[config.mk]
export PLATFORM = sky130hd
export DESIGN_NAME = fxp_exc_report
export DESIGN_NICKNAME = d
export VERILOG_FILES = /design/src/rtl/fxp_exc_pkg.sv /design/src/rtl/fxp_dec_check.sv /design/src/rtl/fxp_range_check.sv /design/src/rtl/fxp_exc_report.sv
export SDC_FILE = /design/constraint.sdc
export NUM_CORES = 1
export LEC_CHECK = 0
export BUFFER_PORTS_ARGS = -buffer_cell sky130_fd_sc_hd__buf_2
export CAP_MARGIN = 0
export CORE_MARGIN = 2
export CORE_UTILIZATION = 38
export CTS_CLUSTER_SIZE = 16
export DETAILED_ROUTE_END_ITERATION = 7
export GPL_ROUTABILITY_DRIVEN = 0
export HOLD_SLACK_MARGIN = 0.02
export PLACE_DENSITY_LB_ADDON = 0.1
export SLEW_MARGIN = 20
export SYNTH_ARGS = -nofsm -noshare
export SYNTH_HDL_FRONTEND = slang
export SYNTH_HIERARCHICAL = 1
export SYNTH_SLANG_ARGS = --single-unit
[constraint.sdc]
create_clock -name clk -period 2.61 [get_ports clk]
set_input_delay 0.1305 -clock clk [delete_from_list [all_inputs] [get_ports clk]]
set_output_delay 0.1305 -clock clk [all_outputs]
set_load 0.03 [all_outputs]
[src/rtl/fxp_exc_pkg.sv]
// Package: shared encodings of the fixed-point exception reporter.
// Assumes the 3-bit class field and 2-bit cause / condition-code fields.
package fxp_exc_pkg;
    typedef enum logic [2:0] {
        OP_SIGN  = 3'd0,
        OP_ADD   = 3'd1,
        OP_SUB   = 3'd2,
        OP_SHIFT = 3'd3,
        OP_DIV   = 3'd4,
        OP_CVB   = 3'd5
    } op_cls_e;

    localparam logic [1:0] CAUSE_NONE = 2'd0;
    localparam logic [1:0] CAUSE_OVF  = 2'd1;
    localparam logic [1:0] CAUSE_DIV  = 2'd2;
    localparam logic [1:0] CAUSE_DATA = 2'd3;

    localparam logic [1:0] CC_ZERO = 2'd0;
    localparam logic [1:0] CC_NEG  = 2'd1;
    localparam logic [1:0] CC_POS  = 2'd2;
    localparam logic [1:0] CC_OVF  = 2'd3;
endpackage

[src/rtl/fxp_dec_check.sv]
// Module: validity check of a packed decimal operand.
// Assumes DIGITS digit nibbles above a sign nibble in bits 3:0.
// Digits must be 0-9 and the sign must be A-F. Purely combinational.
module fxp_dec_check #(
    parameter int DIGITS = 7,
    localparam int DEC_W = 4 * (DIGITS + 1)
) (
    input  logic [DEC_W-1:0] dec_in,
    output logic             dec_ok
);
    logic [DIGITS-1:0] dig_ok;
    logic              sign_ok;

    // One comparator per digit nibble.
    for (genvar g = 0; g < DIGITS; g++) begin : g_dig
        assign dig_ok[g] = (dec_in[4*(g+1) +: 4] <= 4'd9);
    end

    // Sign nibble accepted in the range A through F.
    assign sign_ok = (dec_in[3:0] >= 4'hA);
    assign dec_ok  = (&dig_ok) && sign_ok;
endmodule

[src/rtl/fxp_range_check.sv]
// Module: range tests on the untruncated signed result.
// fits_word: value fits a DATA_W-bit two's complement register.
// fits_mag : value additionally has magnitude at most 2^(DATA_W-1)-1.
// Assumes WIDE_W > DATA_W. Purely combinational.
module fxp_range_check #(
    parameter int DATA_W = 32,
    parameter int WIDE_W = 64,
    localparam int TOP_W = WIDE_W - DATA_W + 1
) (
    input  logic [WIDE_W-1:0] wide_in,
    output logic              fits_word,
    output logic              fits_mag
);
    logic [TOP_W-1:0] top_bits;
    logic             most_neg;

    // Bits above the kept sign must replicate it.
    assign top_bits  = wide_in[WIDE_W-1 -: TOP_W];
    assign fits_word = (top_bits == '0) || (top_bits == '1);

    // The single in-range value whose magnitude needs DATA_W bits.
    assign most_neg  = wide_in[WIDE_W-1] && (wide_in[DATA_W-2:0] == '0);
    assign fits_mag  = fits_word && !most_neg;
endmodule

[src/rtl/fxp_exc_report.sv]
// Module: result-stage exception reporter of a fixed-point unit.
// Classifies each completed operation (overflow, divide error, data error),
// decides write-back and condition code, and raises an interrupt with cause.
// Assumes one operation per cycle at most; outputs registered, latency 1.
module fxp_exc_report
    import fxp_exc_pkg::*;
#(
    parameter int DATA_W     = 32,
    parameter int WIDE_W     = 64,
    parameter int DEC_DIGITS = 7,
    localparam int DEC_W     = 4 * (DEC_DIGITS + 1)
) (
    input  logic              clk,
    input  logic              rst_n,
    input  logic              op_valid,
    input  logic [2:0]        op_cls,
    input  logic [WIDE_W-1:0] wide_res,
    input  logic              div_ovf,
    input  logic [DEC_W-1:0]  dec_operand,
    input  logic              fxo_mask,
    output logic              wb_en,
    output logic [DATA_W-1:0] wb_data,
    output logic              cc_upd,
    output logic [1:0]        cc_val,
    output logic              irq_req,
    output logic [1:0]        irq_cause,
    output logic              flag_set
);
    logic              fits_word, fits_mag, dec_ok;
    logic [DATA_W-1:0] trunc;
    logic              n_wb, n_cc_upd, n_irq;
    logic [1:0]        n_cc, n_cause;

    fxp_range_check #(.DATA_W(DATA_W), .WIDE_W(WIDE_W)) u_rng (
        .wide_in  (wide_res),
        .fits_word(fits_word),
        .fits_mag (fits_mag)
    );

    fxp_dec_check #(.DIGITS(DEC_DIGITS)) u_dec (
        .dec_in(dec_operand),
        .dec_ok(dec_ok)
    );

    assign trunc = wide_res[DATA_W-1:0];

    // Decide write-back, condition code and exception for this operation.
    always_comb begin
        n_wb     = 1'b0;
        n_cc_upd = 1'b0;
        n_cc     = CC_ZERO;
        n_irq    = 1'b0;
        n_cause  = CAUSE_NONE;
        if (op_valid) begin
            case (op_cls)
                OP_SIGN, OP_ADD, OP_SUB, OP_SHIFT: begin
                    n_wb     = 1'b1;
                    n_cc_upd = 1'b1;
                    if (!fits_word) begin
                        n_cc = CC_OVF;
                        if (fxo_mask) begin
                            n_irq   = 1'b1;
                            n_cause = CAUSE_OVF;
                        end
                    end else if (trunc == '0) begin
                        n_cc = CC_ZERO;
                    end else if (trunc[DATA_W-1]) begin
                        n_cc = CC_NEG;
                    end else begin
                        n_cc = CC_POS;
                    end
                end
                OP_DIV: begin
                    if (div_ovf) begin
                        n_irq   = 1'b1;
                        n_cause = CAUSE_DIV;
                    end else begin
                        n_wb = 1'b1;
                    end
                end
                OP_CVB: begin
                    if (!dec_ok) begin
                        n_irq   = 1'b1;
                        n_cause = CAUSE_DATA;
                    end else if (!fits_mag) begin
                        n_irq   = 1'b1;
                        n_cause = CAUSE_DIV;
                    end else begin
                        n_wb = 1'b1;
                    end
                end
                default: ;
            endcase
        end
    end

    // Register the result-stage outputs; clear them on reset.
    always_ff @(posedge clk) begin
        if (!rst_n) begin
            wb_en     <= 1'b0;
            wb_data   <= '0;
            cc_upd    <= 1'b0;
            cc_val    <= CC_ZERO;
            irq_req   <= 1'b0;
            irq_cause <= CAUSE_NONE;
            flag_set  <= 1'b0;
        end else begin
            wb_en     <= n_wb;
            wb_data   <= n_wb ? trunc : '0;
            cc_upd    <= n_cc_upd;
            cc_val    <= n_cc;
            irq_req   <= n_irq;
            irq_cause <= n_cause;
            flag_set  <= n_irq;
        end
    end

    AST_SUPPRESS_ON_ERR: assert property (@(posedge clk) disable iff (!rst_n)
        (irq_req && irq_cause != CAUSE_OVF) |-> (!wb_en && !cc_upd));
    AST_OVF_COMPLETES: assert property (@(posedge clk) disable iff (!rst_n)
        (irq_req && irq_cause == CAUSE_OVF) |-> (wb_en && cc_upd && cc_val == CC_OVF));
    AST_FLAG_WITH_IRQ: assert property (@(posedge clk) disable iff (!rst_n)
        flag_set == irq_req);
    AST_IDLE_QUIET: assert property (@(posedge clk) disable iff (!rst_n)
        !$past(op_valid) |-> (!wb_en && !cc_upd && !irq_req));
    AST_DATA_ERR_CVB: assert property (@(posedge clk) disable iff (!rst_n)
        (irq_req && irq_cause == CAUSE_DATA) |-> $past(op_cls == OP_CVB && !dec_ok));
    AST_MASKED_OVF: assert property (@(posedge clk) disable iff (!rst_n)
        (irq_req && irq_cause == CAUSE_OVF) |-> $past(fxo_mask));
endmodule

==> results.yml <==
status:
  outcome: "completed"
synth:
  synthTopCellsByArea: "dfxtp_1, and2_1, nor4_1"
  syn_inst: 153
  synth_warnings: 6
  yosysTopAreaCell: "dfxtp_1"
  synth_nets: 257
  yosys.cell_types.count: 25
  yosysTopAreaCellShare_pct: 52.6
  synth_area_um2: 1490
  avgSynthCellArea_um2: 9.71
  ys_ff_latch: 39
  ys_seq_area_share_pct: 52.6
sta:
  tns_ns: 0
  hold_viol: 0
  post-route-period-util_pct: 70.5
  period_minus_slack_ns: 1.84
  rsz0062_at_grt: "false"
  clock.fmax_ghz: 0.544
  final-max-slew-violation-count: 0
  max-slew-margin-rel_pct: 76.6
  setup_violations: 0
  tightestPinTransition_ns: 0.348
pwr:
  power.total_mw: 1.32
  leakagePower_nw: 1.17
  peakVddDrop_uv: 242
  pwr_density_cell_nw_per_um2: 572
setup_path:
  critPathKind: "input pin to register"
  arrival_ns: 2.07
  critPathSlowestCell: "or3_1"
  critical_path.max_stage_delay_ns: 0.38
  cp.required_ns: 2.84
  critical_path.top_delay_family: "simple AND/OR/NAND/NOR gates"
  path_buf_inv: 2
  end_kind: "register"
  cp_cell_sequence: "buf_2 -> nor4_1 -> nand4_1 -> or3_1 -> a21oi_1 -> and3_1 -> o21ai_2 -> a21oi_4 -> buf_4 -> and2_1"
  path_max_fanout: 33
  cp-start-kind: "input pin"
clock_tree:
  ctsResizeCount: 0
  h-tree-depth: 2
  cts_buffers: 5
  clockBufferDepth: 2
  cts-root-buf: "clkbuf_8"
  holdBufCountCts: 0
  cts.clk_slew.worst_paths_ns: 0.07
  post_cts_buffers: 0
  clock-sinks: 39
  cts_tree: "yes"
drt:
  wl_per_cell_um: 11.4
  vias_per_cell: 4.93
  dr.pass1.iters: 4
  ant_nets: 0
  drt-initial-drc-count: 62
  drcViolationCount: 0
  via_count: 1680
  wl_um: 3890
placement:
  port_buffers: 135
  hpwl_um: 3320
  place_area_um2: 2190
  dpl.cell_count: 333
global_routing:
  grt_max_degree: 34
  grt_pass1_wl_um: 5680
  grtUsageTotal_pct: 17.3
  antenna_found_initial: 0
  grt_pass1_vias: 1453
  gr-total-overflow: 0
floorplan:
  rows: 22
  die_w_um: 66.5
  io-pin-count: 144
  design.die.area_um2: 4420
  fp.dieH_um: 66.5
  coreArea_um2: 3720
  initial_core_util_pct: 40.0
layout:
  multiInputGateArea_um2: 648
  fin_area_um2: 2300
  layout_commonest_cell: "buf_2"
  syn_to_final_growth_pct: 55.2
  mostFrequentLayoutCells: "buf_2, dfxtp_1, and2_1"
  fin_util_pct: 62.0
  nNetsFinal: 396
  layout-drive-gt1-share_pct: 50.5
  fillers: 341
  final_cell_count_no_fill: 341
  seqCellArea_um2: 781
  antennaDiodeCount: 0
job:
  maxCapViolCount: 0
worst_hold_path:
  hp-class: "input pin to register"
## cell type report
cell class	instances	area share [%]
clock buffer	6	3.58
clock inverter	2	1.52
inverter	4	0.651
multi-input combinational	106	28.1
sequential	39	33.9
tap	48	2.61
timing repair buffer	136	29.6
## where the power goes
group          internal (mW)  switching (mW)  total (mW)
clock network          0.309           0.198       0.507
logic                 0.0858           0.109       0.195
registers              0.614         0.00391       0.618
## final timing paths
path	from	end	slack (ns)	depth (start not counted)
max	wide_res[39]	wb_data[22]	0.77	10
min	wide_res[4]	wb_data[4]	0.07	2
## per-stage QoR
stage	hold slack, ns	setup WS [ns]
after floorplan	0.252	0.885
after global placement	0.362	0.498
after detailed placement	0.365	0.488
after CTS	0.0588	0.791
after global routing	0.0612	0.631
final	0.0714	0.770
## metal layers
metal | wire, um | part of all wire (%) | track usage (%)
met4 | 40 | 1.0 | 7.65
met1 | 1380 | 36 | 17.0
met2 | 2040 | 52 | 32.8
met3 | 426 | 11 | 5.24
met5 | 0 | 0 | 0
## state kept, by name, summed over array words and instances, names as in the netlist
signal     count
cc_val         2
wb_data       32
wb_en          1
cc_upd         1
irq_cause      2
flag_set       1
## cells by family (layout without fill, tap and decap cells)
kind of cell | count (synthesis) | in the layout | share of synthesized area, %
buffers and inverters | 8 | 148 | 3.79
flip-flops | 39 | 39 | 52.6
AO/OA/AOI/OAI | 16 | 16 | 7.33
AND/OR/NAND/NOR | 90 | 90 | 36.3
## synthesized netlist by cell type
cell type and number:
nand3_1 2, nand2_1 5, o32a_1 1, o211ai_1 1
nor3_2 1, nand2b_1 1, inv_1 4, dfxtp_1 39
buf_6 3, a21oi_4 1, buf_4 1, and3_1 1
nor2_1 5, or2_1 1, o21ai_2 2, or3_1 2
o21ai_0 2, nor3_1 2, nor4b_1 1, o21bai_1 1
nor4_1 23, o21ai_1 5, and2_1 32, a21oi_1 3
nand4_1 14
Power figures use the tool's default switching activity.
